[config.mk]
export PLATFORM = sky130hd
export DESIGN_NAME = brl_branch_eval
export DESIGN_NICKNAME = d
export VERILOG_FILES = /design/src/rtl/brl_pkg.sv /design/src/rtl/brl_cond_eval.sv /design/src/rtl/brl_loop_unit.sv /design/src/rtl/brl_bit_test.sv /design/src/rtl/brl_target_calc.sv /design/src/rtl/brl_branch_eval.sv
export SDC_FILE = /design/constraint.sdc
export NUM_CORES = 1
export LEC_CHECK = 0
export BUFFER_PORTS_ARGS = -buffer_cell sky130_fd_sc_hd__buf_2
export CAP_MARGIN = 20
export CORE_ASPECT_RATIO = 2
export CORE_MARGIN = 2
export CORE_UTILIZATION = 46
export DETAILED_ROUTE_END_ITERATION = 6
export PLACE_DENSITY = 0.9
export SLEW_MARGIN = 20
export SYNTH_ARGS = -nofsm -noshare
export SYNTH_HDL_FRONTEND = slang
export SYNTH_SLANG_ARGS = --single-unit
[constraint.sdc]
create_clock -name clk -period 3.51 [get_ports clk]
set_clock_uncertainty 0.1 [all_clocks]
set_input_delay 0.5265 -clock clk [delete_from_list [all_inputs] [get_ports clk]]
set_output_delay 0.5265 -clock clk [all_outputs]
set_load 0.02 [all_outputs]
[src/rtl/brl_pkg.sv]
// Shared encodings for the branch evaluator.
// Assumes 2-bit kind and loop-mode fields as listed in the brief.
package brl_pkg;
    localparam logic [1:0] KIND_FLAG = 2'd0;
    localparam logic [1:0] KIND_LOOP = 2'd1;
    localparam logic [1:0] KIND_BITS = 2'd2;
    localparam logic [1:0] KIND_NONE = 2'd3;

    localparam logic [1:0] LM_DEC  = 2'd0;
    localparam logic [1:0] LM_INC  = 2'd1;
endpackage

[src/rtl/brl_cond_eval.sv]
// Evaluates a 4-bit flag condition selector against N, Z, V, C.
// Purely combinational; the selector encoding is fixed by the brief.
module brl_cond_eval (
    input  logic [3:0] sel,
    input  logic       n,
    input  logic       z,
    input  logic       v,
    input  logic       c,
    output logic       hit
);
    logic sgn_lt;
    logic uns_ls;

    // Shared signed and unsigned terms.
    always_comb begin
        sgn_lt = n ^ v;
        uns_ls = c | z;
    end

    // Select the condition; odd codes are the complement-sense partner.
    always_comb begin
        case (sel)
            4'd0:    hit = 1'b1;
            4'd1:    hit = 1'b0;
            4'd2:    hit = ~uns_ls;
            4'd3:    hit = uns_ls;
            4'd4:    hit = ~c;
            4'd5:    hit = c;
            4'd6:    hit = ~z;
            4'd7:    hit = z;
            4'd8:    hit = ~v;
            4'd9:    hit = v;
            4'd10:   hit = ~n;
            4'd11:   hit = n;
            4'd12:   hit = ~sgn_lt;
            4'd13:   hit = sgn_lt;
            4'd14:   hit = ~(z | sgn_lt);
            default: hit = z | sgn_lt;
        endcase
    end
endmodule

[src/rtl/brl_loop_unit.sv]
// Counter update and zero test for loop branches.
// Assumes the caller gates the write strobe by request kind.
module brl_loop_unit #(
    parameter int CNT_W = 16
) (
    input  logic [1:0]       mode,
    input  logic             on_nz,
    input  logic [CNT_W-1:0] cnt_in,
    output logic [CNT_W-1:0] cnt_next,
    output logic             we,
    output logic             hit
);
    import brl_pkg::*;

    localparam logic [CNT_W-1:0] ONE = CNT_W'(1);

    // Apply decrement, increment or leave unchanged.
    always_comb begin
        case (mode)
            LM_DEC:  begin cnt_next = cnt_in - ONE; we = 1'b1; end
            LM_INC:  begin cnt_next = cnt_in + ONE; we = 1'b1; end
            default: begin cnt_next = cnt_in;       we = 1'b0; end
        endcase
    end

    // Branch decision on the updated value.
    always_comb hit = on_nz ? (|cnt_next) : ~(|cnt_next);
endmodule

[src/rtl/brl_bit_test.sv]
// Mask test for bit-set / bit-clear branches.
// Combinational; an empty mask always satisfies either sense.
module brl_bit_test #(
    parameter int DATA_W = 8
) (
    input  logic [DATA_W-1:0] operand,
    input  logic [DATA_W-1:0] mask,
    input  logic              on_clear,
    output logic              hit
);
    // Check the masked bits for all-ones or all-zeros.
    always_comb begin
        if (on_clear) hit = ~(|(operand & mask));
        else          hit = ~(|(~operand & mask));
    end
endmodule

[src/rtl/brl_target_calc.sv]
// Computes the branch target from opcode address, length and offset.
// Assumes the offset widths are narrower than the address.
module brl_target_calc #(
    parameter int ADDR_W      = 16,
    parameter int SHORT_OFS_W = 8,
    parameter int LOOP_OFS_W  = 9
) (
    input  logic [1:0]        kind,
    input  logic              long_form,
    input  logic [1:0]        bit_len,
    input  logic [ADDR_W-1:0] op_addr,
    input  logic [ADDR_W-1:0] disp,
    output logic [ADDR_W-1:0] target
);
    import brl_pkg::*;

    localparam int SHORT_PAD = ADDR_W - SHORT_OFS_W;
    localparam int LOOP_PAD  = ADDR_W - LOOP_OFS_W;

    logic [ADDR_W-1:0] ofs_short;
    logic [ADDR_W-1:0] ofs_loop;
    logic [ADDR_W-1:0] ofs_sel;
    logic [ADDR_W-1:0] step;

    // Sign-extend the two narrow offset forms.
    always_comb begin
        ofs_short = {{SHORT_PAD{disp[SHORT_OFS_W-1]}}, disp[SHORT_OFS_W-1:0]};
        ofs_loop  = {{LOOP_PAD{disp[LOOP_OFS_W-1]}}, disp[LOOP_OFS_W-1:0]};
    end

    // Pick the length step and offset form for the request kind.
    always_comb begin
        case (kind)
            KIND_FLAG: begin
                step    = long_form ? ADDR_W'(4) : ADDR_W'(2);
                ofs_sel = long_form ? disp : ofs_short;
            end
            KIND_LOOP: begin
                step    = ADDR_W'(3);
                ofs_sel = ofs_loop;
            end
            default: begin
                case (bit_len)
                    2'd0:    step = ADDR_W'(4);
                    2'd1:    step = ADDR_W'(5);
                    default: step = ADDR_W'(6);
                endcase
                ofs_sel = ofs_short;
            end
        endcase
    end

    // Modulo-2^ADDR_W sum.
    always_comb target = op_addr + step + ofs_sel;
endmodule

[src/rtl/brl_branch_eval.sv]
// Top: branch/loop evaluator with one registered result stage.
// Assumes the request fields are stable in the cycle req_valid is high.
module brl_branch_eval #(
    parameter int ADDR_W      = 16,
    parameter int CNT_W       = 16,
    parameter int DATA_W      = 8,
    parameter int SHORT_OFS_W = 8,
    parameter int LOOP_OFS_W  = 9
) (
    input  logic              clk,
    input  logic              rst_n,
    input  logic              req_valid,
    input  logic [1:0]        req_kind,
    input  logic [3:0]        cond_sel,
    input  logic              flag_n,
    input  logic              flag_z,
    input  logic              flag_v,
    input  logic              flag_c,
    input  logic              long_form,
    input  logic [ADDR_W-1:0] op_addr,
    input  logic [ADDR_W-1:0] disp,
    input  logic [1:0]        loop_mode,
    input  logic              loop_on_nz,
    input  logic [CNT_W-1:0]  counter_in,
    input  logic [DATA_W-1:0] bit_operand,
    input  logic [DATA_W-1:0] bit_mask,
    input  logic              bit_on_clear,
    input  logic [1:0]        bit_len,
    output logic              rsp_valid,
    output logic              taken,
    output logic [ADDR_W-1:0] target,
    output logic [CNT_W-1:0]  counter_out,
    output logic              counter_we
);
    import brl_pkg::*;

    logic              cond_hit;
    logic              loop_hit;
    logic              bits_hit;
    logic              loop_we;
    logic [CNT_W-1:0]  loop_cnt;
    logic [ADDR_W-1:0] tgt_c;
    logic              taken_c;
    logic              we_c;
    logic [CNT_W-1:0]  cnt_c;

    brl_cond_eval u_cond (
        .sel (cond_sel),
        .n   (flag_n),
        .z   (flag_z),
        .v   (flag_v),
        .c   (flag_c),
        .hit (cond_hit)
    );

    brl_loop_unit #(.CNT_W(CNT_W)) u_loop (
        .mode     (loop_mode),
        .on_nz    (loop_on_nz),
        .cnt_in   (counter_in),
        .cnt_next (loop_cnt),
        .we       (loop_we),
        .hit      (loop_hit)
    );

    brl_bit_test #(.DATA_W(DATA_W)) u_bits (
        .operand  (bit_operand),
        .mask     (bit_mask),
        .on_clear (bit_on_clear),
        .hit      (bits_hit)
    );

    brl_target_calc #(
        .ADDR_W      (ADDR_W),
        .SHORT_OFS_W (SHORT_OFS_W),
        .LOOP_OFS_W  (LOOP_OFS_W)
    ) u_tgt (
        .kind      (req_kind),
        .long_form (long_form),
        .bit_len   (bit_len),
        .op_addr   (op_addr),
        .disp      (disp),
        .target    (tgt_c)
    );

    // Merge the per-kind decisions.
    always_comb begin
        taken_c = 1'b0;
        we_c    = 1'b0;
        cnt_c   = counter_in;
        case (req_kind)
            KIND_FLAG: taken_c = cond_hit;
            KIND_LOOP: begin
                taken_c = loop_hit;
                we_c    = loop_we;
                cnt_c   = loop_cnt;
            end
            KIND_BITS: taken_c = bits_hit;
            default:   taken_c = 1'b0;
        endcase
    end

    // Result register; strobes drop when no request was accepted.
    always_ff @(posedge clk) begin
        if (!rst_n) begin
            rsp_valid   <= 1'b0;
            taken       <= 1'b0;
            counter_we  <= 1'b0;
            target      <= '0;
            counter_out <= '0;
        end else begin
            rsp_valid <= req_valid;
            if (req_valid) begin
                taken       <= taken_c;
                counter_we  <= we_c;
                target      <= tgt_c;
                counter_out <= cnt_c;
            end else begin
                taken      <= 1'b0;
                counter_we <= 1'b0;
            end
        end
    end

    AST_RSP_FOLLOWS_REQ: assert property (@(posedge clk) disable iff (!rst_n)
        req_valid |=> rsp_valid);
    AST_STROBES_QUIET: assert property (@(posedge clk) disable iff (!rst_n)
        !rsp_valid |-> (!taken && !counter_we));
    AST_SHORT_TARGET: assert property (@(posedge clk) disable iff (!rst_n)
        (req_valid && req_kind == KIND_FLAG && !long_form) |=>
        target == $past(op_addr) + ADDR_W'(2)
                  + {{(ADDR_W-SHORT_OFS_W){$past(disp[SHORT_OFS_W-1])}},
                     $past(disp[SHORT_OFS_W-1:0])});
    AST_INC_WRITES: assert property (@(posedge clk) disable iff (!rst_n)
        (req_valid && req_kind == KIND_LOOP && loop_mode == LM_INC) |=>
        (counter_we && counter_out == $past(counter_in) + CNT_W'(1)));
    AST_TEST_NO_WRITE: assert property (@(posedge clk) disable iff (!rst_n)
        (req_valid && req_kind == KIND_LOOP && loop_mode[1]) |=>
        (!counter_we && counter_out == $past(counter_in)));
    AST_RESERVED_IDLE: assert property (@(posedge clk) disable iff (!rst_n)
        (req_valid && req_kind == KIND_NONE) |=> (!taken && !counter_we));
endmodule

; After elaboration in Yosys (flattened, before gate mapping)
; Index checks and enable logic that the tools add are counted.
[totals]
input_bits = 84
output_inout_bits = 35
reg_bits = 35
elab_cells = 65
[classes]
n_mux = 12
add_sub_neg = 4
n_reduce_logical = 10
n_bitwise = 16
n_eq_ne = 18
[ops]
columns = cell, n
row1 = $pmux W16 S2, 3
row2 = $add A16 B16 Y16, 2
row3 = $mux W16, 2
row4 = $eq A4 B4 Y1 const B, 7
row5 = $add A16 B1 Y16 const B, 1
row6 = $and A8 B8 Y8, 2
row7 = $eq A4 B3 Y1 const B, 4
row8 = $reduce_or A16 Y1, 1
row9 = $reduce_or A8 Y1, 2
row10 = $sub A16 B1 Y16 const B, 1
row11 = $pmux W1 S15, 1
row12 = $not A1 Y1, 10
row13 = $eq A4 B2 Y1 const B, 2
row14 = $not A8 Y8, 1
row15 = $eq A2 B1 Y1 const B, 3
row16 = $logic_not A2 Y1, 3
row17 = $eq A4 B1 Y1 const B, 1
row18 = $logic_not A4 Y1, 1
row19 = $pmux W2 S2, 1
row20 = $mux W1, 3
row21 = $mux W3, 1
row22 = $pmux W1 S3, 1
row23 = $reduce_and A3 Y1, 1
row24 = $eq A2 B2 Y1 const B, 1
row25 = 4 further kinds, 5

; Logic depth before layout (Yosys ltp)
; Gate-level depths: netlist of run 1.
[depth]
ltp_word = 6
depth_mapped = 18

; Hierarchy
; A second synthesis of run 1 with hierarchy kept.
[hier_totals]
hier_cells = 511
area_unflattened_um2 = 3993.8
[modules_own_cells]
columns = mod, area_per_inst_um2, instances, cells_each
row1 = brl_branch_eval, 1416.4, 1, 152
row2 = brl_target_calc, 1157.4, 1, 156
row3 = brl_loop_unit, 1156.1, 1, 163
row4 = brl_cond_eval, 157.7, 1, 22
row5 = brl_bit_test, 106.4, 1, 18

; Least setup slack after synthesis of run 1
; Ideal clock, no wire load.
[synth_path]
path_type = in2reg
start = input port long_form
end = register target[15]
path_slack_ns = -0.173
n_path_buf = 1
setup_ns = 0.116
arrival_time_ns = 3.466
t_required_ns = 3.294
cell_stages = 18
path_cell_list = nor2b_1 -> clkbuf_1 -> mux2_2 -> fa_1 -> inv_1 -> ha_1 -> inv_1 -> fa_1 -> nor2b_1 -> o21ai_0 -> a21boi_1 -> o41ai_1 -> o2111ai_1 -> o211ai_1 -> o21ai_1 -> xnor2_1 -> mux2i_1 -> nor2b_1
[synth_via]
elab_chain_len = 4
word_cells_on_any_way = 6
[synth_rtl]
columns = item, line_no
row1 = "start, declared", brl_branch_eval.sv:19  ; input logic long_form,
row2 = $mux W3, brl_target_calc.sv:35  ; step = long_form ? ADDR_W'(4) : ADDR_W'(2);
row3 = $pmux W16 S2, brl_target_calc.sv:33  ; case (kind)
row4 = $add A16 B16 Y16, brl_target_calc.sv:54  ; always_comb target = op_addr + step + ofs_sel;
row5 = $add A16 B16 Y16 *, brl_target_calc.sv:54
row6 = "end signal, assigned", brl_branch_eval.sv:115  ; target <= tgt_c;
row7 = "end, declared", brl_branch_eval.sv:31  ; output logic [ADDR_W-1:0] target,
; Mark *: on every way between the ends. The rest lies on a longest branch, timed or not.
; A chain may end at the register's enable or synchronous reset.

; Worst setup path after layout of run 1
; Ends and elaborated chain as after synthesis.

==> summary.md, run 1 <==
| Metric | Value |
|---|---|
| Result of the run | complete, no violations |
| DR vias/cell | 5.439 |
| Unrepaired setup endpoints after global routing | yes |
| Clock period minus worst slack | between 3 and 4 ns |
| Post-route worst setup slack | 0.03042 ns |
| Pin count of the biggest net entering global routing | 34 |
| Worst path arrival time | between 3 and 4 ns |
| Layout overhead on the synthesized area | 33.79% |
| Startpoint of the worst-slack reg-to-reg timing path | target[5]$_SDFFE_PN0P_ |
| End-of-flow core utilization | 0.6278 |
| Startpoint-to-endpoint class of the critical path | input pin to flop |
| Final Hold Vio Count | 0 |
| Num CTS Buffers | 5 |
| Power density normalized to cell area | approximately 360 nW/um2 |
| ANT cells | 0 |
| Setup WS pre-CTS | -0.4997 ns |
| Comb power frac | 0.463 |
| CTS sink count | 35 |
| DRT antenna net count | 0 |
| Total of buffers placed on input and output ports | between 100 and 150 |
| Reg-to-reg slack, setup | ~2.7 ns |
| Iteration count of the initial detailed-routing pass | 5 |
| Mapped Nets | about 550 |
| Number of antenna violations at the first check in global routing | 0 |
| Post-DP Area | about 4300 um2 |
| Endpoint type of the worst setup path | flop |
| Setup TNS after final layout | 0 ns |
| Combined area of all synthesized cells | ~3400 um2 |
| Reg area | about 700 um2 |
| Layout cell share with drive strength beyond 1 | 0.3250 |
| Synthesis Warnings | 0 |
| Wire length of the first global-routing pass | approximately 15000 um |
| Top-level I/O count | between 100 and 150 |
| Via total after detailed routing | 3546 |
| Static leakage power | ~2.3 nW |
| Post-route cell area | 4493 um2 |
| Via count of the first global-routing pass | about 3500 |
| Actual transition at the worst max-transition pin | roughly 0.66 ns |
| Clock input transition at the sequential cells of the worst setup and hold paths | ~0.05 ns |
| Most common library cell in the layout ignoring fill and taps | buf_2 |
| Fin crit share | 0.9913 |
| Die ar. | a little over 8000 um2 |
| Reg power frac | 0.283 |
| Number of enable-type register cells in the synthesized netlist | 0 |
| Worst min-delay path startpoint | counter_out[15]$_SDFFE_PN0P_ |
| Number of rows in the core area | 44 |
| Max VDD drop | approximately 0.36 mV |
| Routability-driven placement congestion ratio | a little over 0.9 |
| Clock latency on the worst-skew pair | ~0.27 ns |
| Switching power as a share of total power | 0.3594 |
| Number of cell instances on the worst register-to-register path | 2 |
| Highest clock frequency the design can meet | ~0.29 GHz |
| Sequential element share of the synthesized area | 0.2086 |
| Maximum number of buffers from clock root to sink | 2 |
| Count of unresolved DRC violations after routing | 0 |
| TritonCTS clock tree | yes |
| Kind of start point of the critical path | input pin |
| Count of placed standard cells including taps | approximately 640 |
| Average wire per standard cell | 14.26 um |
| Hold Path Cell Cnt | 2 |
| Syn_area_per_cell | 8.112 um2 |
| Horizontal extent of the die | about 64 um |
| Worst min-delay path category | flop to flop |
| Async set-or-reset flop fraction in the synthesized netlist | 0 |
| Clock root buffer master | clkbuf_16 |
| Overall routing resource usage | 0.2280 |
| NumNets Final | 690 |
| Most frequent cells in the layout | 117 x buf_2, 41 x ha_1, 35 x dfxtp_1, 35 x buf_4, 33 x inv_1 |
| Total power of the final layout | approximately 1.6 mW |
| Area used by multi-input combinational logic | 2545 um2 |
| Routed wire length | around 9300 um |
| Final-layout fill cell count | 612 |
| Worst-path maximum fanout | 3 |
| Final HPWL from detailed placement | around 7300 um |
| Cell Count, Final, Fillers Out | between 600 and 700 |
| GRT Residual Overflow | 0 |
| DRC marker count from the first detailed-route iteration | ~180 |
| Headroom to the max-slew limit | 0.5600 |
| Final setup violating endpoints | 0 |
| Vertical die dimension | ~120 um |
| Final-layout worst hold slack | ~0.36 ns |
| Starting Density | 0.4692 |
| Number of max-slew violations in the final report | 0 |
| Post-synth cell types | 53 |
| Sw power | 0.5884 mW |
| Share of total power in the clock network | 0.254 |
| Htree depth | 2 |
| Number of storage elements in the synthesis netlist | 35 |
| Required time reported for the critical path endpoint | between 3 and 4 ns |
| Synthesized instance count | approximately 410 |
| Count of maximum capacitance violations | 0 |
| Start point of the critical path | long_form |
| Top FF cell, synth | dfxtp_1 |
| Core area | between 7000 and 8000 um2 |
| Internal power | ~1.0 mW |
## timing repair
item                       in CTS  in global routing
pin swaps                       6                 10
hold buffers                    0                  0
setup endpoints to repair       2                  7
cloned                          0                  0
setup buffers                   3                  2
resized for setup               5                 14
## flip-flops by register name, indices dropped and copies added (netlist names)
name / cells
counter_out: 16
counter_we: 1
rsp_valid: 1
taken: 1
target: 16
## cell families after synthesis
| kind of cell | Yosys count | share of synthesized area |
|---|---|---|
| simple gates | 119 | 0.1788 |
| compound gates | 118 | 0.2467 |
| buf+inv | 50 | 0.05588 |
| fa+ha+maj | 47 | 0.1863 |
| flops | 35 | 0.2086 |
| xor+xnor | 30 | 0.07824 |
| mux | 15 | 0.04545 |
## worst paths after layout
check,endpoint
max,target[15]$_SDFFE_PN0P_
min,counter_out[15]$_SDFFE_PN0P_
max reg2reg,target[5]$_SDFFE_PN0P_
min reg2reg,counter_out[15]$_SDFFE_PN0P_
## synthesized netlist by cell type (6+ instances only)
master,number,area share
xor2_1,10,0.026
nor3_1,8,0.012
mux2i_1,13,0.039
nand3_1,14,0.021
a31oi_1,9,0.017
nor2_1,20,0.022
a21o_1,6,0.013
o21ai_0,20,0.030
clkbuf_1,15,0.017
xnor2_1,20,0.052
nor2b_1,19,0.035
dfxtp_1,35,0.21
nand2_1,30,0.034
inv_1,34,0.038
o211a_1,12,0.036
ha_1,42,0.16
a21oi_1,30,0.045
## critical path: stages
cell and delay [ns]:
buf_6 0.09, nor2b_4 0.13, mux2_4 0.28, fa_1 0.45, inv_1 0.08, ha_2 0.18
inv_2 0.04, fa_2 0.36, nor2b_2 0.14, o21ai_2 0.09, a21boi_2 0.21, o41ai_4 0.11
o2111ai_2 0.23, o211ai_1 0.14, o21ai_1 0.18, xnor2_1 0.10, mux2i_1 0.15, nor2b_1 0.06
## layout make-up
cell class | instances | share of cell area
Multi-Input combinational cell | 329 | 0.5664
Timing Repair Buffer | 153 | 0.1913
Sequential cell | 35 | 0.1559
Inverter | 35 | 0.02924
Clock buffer | 6 | 0.02868
Tap cell | 92 | 0.02562
Clock inverter | 2 | 0.002785
## power groups by stage
stage,clock (mW),sequential (mW),combinational [mW]
6_report,0.416,0.464,0.757
5_1_grt,0.438,0.469,0.834
4_1_cts,0.421,0.464,0.733
3_5_place_dp,0,0.471,0.713
3_3_place_gp,0,0.470,0.688
2_1_floorplan,0,0.521,0.416
## metal layers
| metal | vias to the layer above | track usage | share of wire |
|---|---|---|---|
| met3 | 24 | 0.03252 | 0.063 |
| met4 | 0 | 0.07635 | 0.029 |
| met1 | 1604 | 0.2815 | 0.42 |
| li1 | 1790 | - | - |
| met2 | 128 | 0.3971 | 0.49 |
| met5 | - | 0 | 0 |
(Power assumes the default switching activity.)
==> run 2: changes to the inputs <==
--- a/config.mk
+++ b/config.mk
@@ -5,13 +5,14 @@
 export SDC_FILE = /design/constraint.sdc
 export NUM_CORES = 1
 export LEC_CHECK = 0
+export ABC_AREA = 1
 export BUFFER_PORTS_ARGS = -buffer_cell sky130_fd_sc_hd__buf_2
 export CAP_MARGIN = 20
 export CORE_ASPECT_RATIO = 2
 export CORE_MARGIN = 2
-export CORE_UTILIZATION = 46
+export CORE_UTILIZATION = 48
 export DETAILED_ROUTE_END_ITERATION = 6
-export PLACE_DENSITY = 0.9
+export PLACE_DENSITY = 0.91
 export SLEW_MARGIN = 20
 export SYNTH_ARGS = -nofsm -noshare
 export SYNTH_HDL_FRONTEND = slang
==> run 2 against run 1 <==
Global-route usage increased by 2.0 points. Worst setup slack improved by 0.46 ns. Routed wire length grew 15%. Final area rose by 4.0%. Via count increased by 25%. Combinational power is 7.0% lower. Sequential share of layout area decreased by 0.61 points. Clock power grew 8.9%. Register-to-register slack improved by 0.03 ns. Critical endpoint is now target[13]$_SDFFE_PN0P_. Largest cell class unchanged.
==> summary.md, run 2 <==
| Metric | Value |
|---|---|
| Unrepaired setup endpoints after global routing | no |
| Layout overhead on the synthesized area | 22.41% |
| Most common library cell in the layout ignoring fill and taps | nand2_1 |
| Endpoint type of the worst setup path | flop |
| Final HPWL from detailed placement | 8688 um (+19%) |
| Max VDD drop | 0.2834 mV (-20%) |
| DR vias/cell | 5.300 (-2.6%) |
| ANT cells | 0 (unchanged) |
| Count of unresolved DRC violations after routing | 0 (unchanged) |
| Largest area contributor in the synthesized netlist | dfxtp_1 |
| Post-cts hold buffer count | 0 (unchanged) |
| Result of the run | complete, no violations |
| Syn_area_per_cell | 6.169 um2 (-24%) |
| Iteration count of the initial detailed-routing pass | 5 (unchanged) |
| Buffers inserted by post-CTS timing repair | 0 (-3) |
| Horizontal extent of the die | 67.07 um (+4.1%) |
| End-of-flow core utilization | 0.5972 (-0.03061) |
| Total of buffers placed on input and output ports | 118 (unchanged) |
| Routed wire length | 10690 um (+15%) |
| Num CTS Buffers | 5 (unchanged) |
| Post-synth cell types | 37 (-30%) |
| Number of max-slew violations in the final report | 0 (unchanged) |
| Synth Area in Compound Gates | 0.1940 (-0.05268) |
| Post-route cell area | 4674 um2 (+4.0%) |
| Combined area of all synthesized cells | 3819 um2 (+14%) |
| Startpoint-to-endpoint class of the critical path | input pin to flop |
| Number of enable-type register cells in the synthesized netlist | 0 (unchanged) |
| Clock period minus worst slack | 3.024 ns (-0.4552 ns) |
| Worst-path maximum fanout | 4 (+1) |
| Fin crit share | 0.8617 (-0.1297) |
| Required time reported for the critical path endpoint | 3.58 ns (about the same) |
| Highest clock frequency the design can meet | 0.3306 GHz (+15%) |
| Number of rows in the core area | 46 (+4.5%) |
| Routability-driven placement congestion ratio | 0.9528 (+3.2%) |
| Clock latency on the worst-skew pair | 0.27 ns (about the same) |
| Largest cells by area after synthesis | dfxtp_1 18%, nand2_1 16%, ha_1 14% |
| Clock root buffer master | clkbuf_16 |
| Number of antenna violations at the first check in global routing | 0 (unchanged) |
| Pin count of the biggest net entering global routing | 35 (+2.9%) |
| Core area | 7828 um2 (+9.4%) |
| Clock input transition at the sequential cells of the worst setup and hold paths | 0.05 ns (about the same) |
| Setup TNS after final layout | 0 ns (unchanged) |
| Most used standard cell by instance count after synthesis | nand2_1 |
| Wire length of the first global-routing pass | 17430 um (+16%) |
| Commonest cells post-synth | 167 x nand2_1, 100 x inv_1, 58 x a21oi_1 |
| Sequential element share of the synthesized area | 0.1835 (-0.02516) |
| Via total after detailed routing | 4420 (+25%) |
| Starting Density | 0.4879 (+0.01862) |
| Headroom to the max-slew limit | 0.6662 (+0.1061) |
| Total power of the final layout | 1.614 mW (-1.4%) |
| Kind of start point of the critical path | input pin |
| Vertical die dimension | 130.1 um (+4.2%) |
| Largest regs | counter_out: 16 flops, target: 16 flops |
| Most frequent cells in the layout | 167 x nand2_1, 118 x buf_2, 100 x inv_1 |
| Top FF cell, synth | dfxtp_1 |
| Worst min-delay path category | flop to flop |
| Synthesized instance count | 619 (+50%) |
| Overall routing resource usage | 0.2483 (+0.02032) |
| Mux cell area share after synthesis | 0 (-0.04545) |
| Actual transition at the worst max-transition pin | 0.5002 ns (-0.1597 ns) |
| NumNets Final | 868 (+26%) |
| Maximum number of buffers from clock root to sink | 2 (unchanged) |
| Count of maximum capacitance violations | 0 (unchanged) |
| Post-synthesis share of cell area spent on full adders, half adders and majority gates | 0.1638 (-0.02246) |
| Post-Synth Simple-Gate Area | 0.3073 (+0.1285) |
| GRT Residual Overflow | 0 (unchanged) |
| TritonCTS clock tree | yes |
| Mapped Nets | 750 (+38%) |
| DRT antenna net count | 0 (unchanged) |
| Final Hold Vio Count | 0 (unchanged) |
| Post-DP Area | 4518 um2 (+6.1%) |
| Final setup violating endpoints | 0 (unchanged) |
| Number of resized instances in the post-cts repair step | 0 (-5) |
| XOR/XNOR share of the synthesized area | 0.03440 (-0.04384) |
| Via count of the first global-routing pass | 4011 (+16%) |
| CTS sink count | 35 (unchanged) |
| Largest family of logic cells by synthesized area | simple AND/OR/NAND/NOR gates |
| Worst path arrival time | 3.09 ns (-0.45 ns) |
| Async set-or-reset flop fraction in the synthesized netlist | 0 (unchanged) |
| Die ar. | 8728 um2 (+8.5%) |
| DRC marker count from the first detailed-route iteration | 327 (+78%) |
| Layout cell share with drive strength beyond 1 | 0.2100 (-0.1150) |
| Synthesis Warnings | 0 (unchanged) |
| Number of storage elements in the synthesis netlist | 35 (unchanged) |
| Htree depth | 2 (unchanged) |
| Average wire per standard cell | 12.82 um (-10%) |
| Power density normalized to cell area | 345.4 nW/um2 (-5.2%) |
| Top-level I/O count | 119 (unchanged) |
| Share of Yosys cell area claimed by the top area cell type | 0.1835 (-0.02516) |
| Static leakage power | 2.677 nW (+15%) |
run 2: cell families after synthesis:
| family | after synthesis |
|---|---|
| AND/OR/NAND/NOR | 278 |
| AO/OA/AOI/OAI | 127 |
| buffers and inverters | 117 |
| adder cells (fa/ha/maj) | 47 |
| flip-flops | 35 |
| XOR/XNOR | 15 |
run 2: per-layer routing:
metal	share of wire	vias to the layer above	GRT usage
li1	-	2244	-
met1	0.42	1955	0.3118
met2	0.48	189	0.4199
met3	0.070	32	0.04569
met4	0.025	0	0.08163
met5	0	-	0
run 2: through the flow:
step | hold WS [ns] | setup WS, ns | cells
final | 0.3676 | 0.4856 | 834
after global routing | 0.3884 | 0.2034 | 834
after detailed placement | 0.3530 | 0.1929 | 826
after global placement | 0.3513 | 0.2847 | 826
after floorplan | 0.4450 | 0.4589 | 619
after CTS | 0.3660 | 0.4721 | 834
run 2: critical path, stage by stage:
cell      delay [ns]
buf_2           0.12
inv_1           0.09
a21oi_1         0.22
o21bai_1        0.11
fa_1            0.43
inv_1           0.08
ha_1            0.17
inv_1           0.07
fa_1            0.41
inv_1           0.09
a21oi_2         0.07
o21ai_1         0.19
a21oi_1         0.13
o21ai_1         0.17
nor2_1          0.06
o21ai_1         0.13
inv_1           0.05
run 2: final timing paths:
path / startpoint / to / slack (ns) / cells past startpoint
max reg2reg: target[4]$_SDFFE_PN0P_ / target[4]$_SDFFE_PN0P_ / 2.72 / 4
max: req_kind[0] / target[13]$_SDFFE_PN0P_ / 0.49 / 17
min reg2reg: counter_out[14]$_SDFFE_PN0P_ / counter_out[14]$_SDFFE_PN0P_ / 0.37 / 2
min: counter_out[14]$_SDFFE_PN0P_ / counter_out[14]$_SDFFE_PN0P_ / 0.37 / 2
run 2: final cells by class:
cell class / count / area, um2
Sequential cell: 35 / 700.7
Clock buffer: 8 / 156.4
Inverter: 104 / 390.4
Fill cell: 733 / 3153
Multi-Input combinational cell: 467 / 2671
Tap cell: 96 / 120.1
Timing Repair Buffer: 124 / 635.6
run 2: report_power, final:
part | switching [mW] | internal, mW
logic | 0.438 | 0.266
registers | 0.0206 | 0.437
clock network | 0.151 | 0.302
==> run 3: changes to the inputs <==
--- a/config.mk
+++ b/config.mk
@@ -11,6 +11,7 @@
 export CORE_ASPECT_RATIO = 2
 export CORE_MARGIN = 2
 export CORE_UTILIZATION = 48
+export CTS_BUF_LIST = sky130_fd_sc_hd__clkbuf_8 sky130_fd_sc_hd__clkbuf_16
 export DETAILED_ROUTE_END_ITERATION = 6
 export PLACE_DENSITY = 0.91
 export SLEW_MARGIN = 20
==> run 3 against run 2 <==
Die area is the same. Routed wire length grew 0.15%. Final area is the same. Sequential power is essentially flat. Maximum frequency grew 0.27%. Worst setup slack gained 0.0082 ns. Non-clock buffer count is the same. First-iteration DRC count grew 1.2%. Total power shrank 0.21%. Flip-flop and latch count is the same. Combinational power is essentially flat. Largest cell class unchanged. Count of clock-buffer cells in the layout shrank 1.
==> summary.md, run 3 (same netlist as run 2, synthesis figures left out) <==
| Metric | Value |
|---|---|
| Routed wire length | 10710 um (+0.15%) |
| Average wire per standard cell | 12.84 um (+0.15%) |
| Via count of the first global-routing pass | 4011 (unchanged) |
| Hold Path Cell Cnt | 2 (unchanged) |
| Wire length of the first global-routing pass | 17430 um (unchanged) |
| Most frequent cells in the layout | 167 x nand2_1, 118 x buf_2, 101 x inv_1 |
| Top-level I/O count | 119 (unchanged) |
| Via total after detailed routing | 4419 (-0.023%) |
| Setup TNS after final layout | 0 ns (unchanged) |
| Clock period minus worst slack | 3.016 ns (-0.008212 ns) |
| Endpoint type of the worst setup path | flop |
| Pin count of the biggest net entering global routing | 35 (unchanged) |
| Number of antenna violations at the first check in global routing | 0 (unchanged) |
| TritonCTS clock tree | yes |
| DR vias/cell | 5.299 (about the same) |
| Kind of start point of the critical path | input pin |
| Htree depth | 2 (unchanged) |
| Post-cts hold buffer count | 0 (unchanged) |
| Number of resized instances in the post-cts repair step | 0 (unchanged) |
| GRT Residual Overflow | 0 (unchanged) |
| Post-DP Area | 4518 um2 (unchanged) |
| Final Hold Vio Count | 0 (unchanged) |
| Count of unresolved DRC violations after routing | 0 (unchanged) |
| DRT antenna net count | 0 (unchanged) |
| Iteration count of the initial detailed-routing pass | 5 (unchanged) |
| Buffers inserted by post-CTS timing repair | 0 (unchanged) |
| Final HPWL from detailed placement | 8688 um (unchanged) |
| Number of rows in the core area | 46 (unchanged) |
| Result of the run | complete, no violations |
| Number of max-slew violations in the final report | 0 (unchanged) |
| Core area | 7828 um2 (unchanged) |
| Fin crit share | 0.8593 (-0.002340) |
| Number of cell instances on the worst register-to-register path | 4 (unchanged) |
| Highest clock frequency the design can meet | 0.3315 GHz (+0.27%) |
| Power density normalized to cell area | 344.6 nW/um2 (-0.21%) |
| Clock input transition at the sequential cells of the worst setup and hold paths | 0.05 ns (about the same) |
| Post-route cell area | 4674 um2 (unchanged) |
| Starting Density | 0.4879 (unchanged) |
| Vertical die dimension | 130.1 um (unchanged) |
| Max VDD drop | 0.2824 mV (-0.37%) |
| Unrepaired setup endpoints after global routing | no |
| Final setup violating endpoints | 0 (unchanged) |
| Static leakage power | 2.681 nW (+0.16%) |
| Worst-path maximum fanout | 4 (unchanged) |
| Worst path arrival time | 3.09 ns (about the same) |
| Worst min-delay path category | flop to flop |
| Routability-driven placement congestion ratio | 0.9528 (unchanged) |
| Largest regs | counter_out: 16 flops, target: 16 flops |
| Headroom to the max-slew limit | 0.6649 (-0.001300) |
| Die ar. | 8728 um2 (unchanged) |
| Count of maximum capacitance violations | 0 (unchanged) |
| Overall routing resource usage | 0.2483 (unchanged) |
| Actual transition at the worst max-transition pin | 0.5022 ns (+0.001948 ns) |
| Clock root buffer master | clkbuf_16 |
| Maximum number of buffers from clock root to sink | 2 (unchanged) |
| DRC marker count from the first detailed-route iteration | 331 (+1.2%) |
| Clock latency on the worst-skew pair | 0.27 ns (about the same) |
| Num CTS Buffers | 5 (unchanged) |
| ANT cells | 0 (unchanged) |
| Horizontal extent of the die | 67.07 um (unchanged) |
| Most common library cell in the layout ignoring fill and taps | nand2_1 |
| NumNets Final | 868 (unchanged) |
| CTS sink count | 35 (unchanged) |
| Layout overhead on the synthesized area | 22.41% (unchanged) |
| Startpoint-to-endpoint class of the critical path | input pin to flop |
| Total of buffers placed on input and output ports | 118 (unchanged) |
| Layout cell share with drive strength beyond 1 | 0.2100 (unchanged) |
| Required time reported for the critical path endpoint | 3.58 ns (about the same) |
-- run 3: cell types whose count changed in the layout (fill, tap and decap cells not counted), sizes merged --
cell	before	now
inv	103	104
clkbuf	8	7
-- run 3: worst paths after layout --
check | startpoint | endpoint | slack (ns)
worst max-delay path | req_kind[0] | target[13]$_SDFFE_PN0P_ | 0.49
worst min register to register | counter_out[13]$_SDFFE_PN0P_ | counter_out[13]$_SDFFE_PN0P_ | 0.37
worst max register to register | target[4]$_SDFFE_PN0P_ | target[4]$_SDFFE_PN0P_ | 2.71
worst min-delay path | counter_out[13]$_SDFFE_PN0P_ | counter_out[13]$_SDFFE_PN0P_ | 0.37
-- run 3: final cells by class --
type                    instances  area [um2]
flip-flops and latches         35       700.7
clock inverters                 1       3.754
repair buffers                124       635.6
multi-input cells             467        2671
inverters                     104       390.4
fillers                       733        3153
well taps                      96       120.1
clock buffers                   7       152.6
-- run 3: stage by stage --
stage	utilization	hold slack [ns]	power (mW)	std cells	worst slack (ns)
floorplan	-	0.4450	0.9488	619	0.4589
global placement	0.5772	0.3513	1.137	826	0.2847
detailed placement	0.5772	0.3530	1.157	826	0.1929
CTS	0.5972	0.3660	1.608	834	0.4721
global route	0.5972	0.3884	1.728	834	0.2034
finish	0.5972	0.3668	1.611	834	0.4938
-- run 3: where the power goes --
| group | switching, mW | total (mW) | internal, mW |
|---|---|---|---|
| clock | 0.151 | 0.449 | 0.299 |
| sequential | 0.0205 | 0.457 | 0.437 |
| combinational | 0.438 | 0.704 | 0.266 |
-- run 3: routing by layer --
layer  track usage  share of wire
met1        0.3118           0.42
met3       0.04569          0.073
met5             0              0
met4       0.08163          0.028
met2        0.4199           0.48
-- run 3: critical path: stages --
cell and delay, ns:
buf_2 0.12, inv_1 0.09, a21oi_1 0.22, o21bai_1 0.11, fa_1 0.43, inv_1 0.08
ha_1 0.17, inv_1 0.07, fa_1 0.41, inv_1 0.09, a21oi_2 0.07, o21ai_1 0.19
a21oi_1 0.13, o21ai_1 0.17, nor2_1 0.05, o21ai_1 0.13, inv_1 0.05
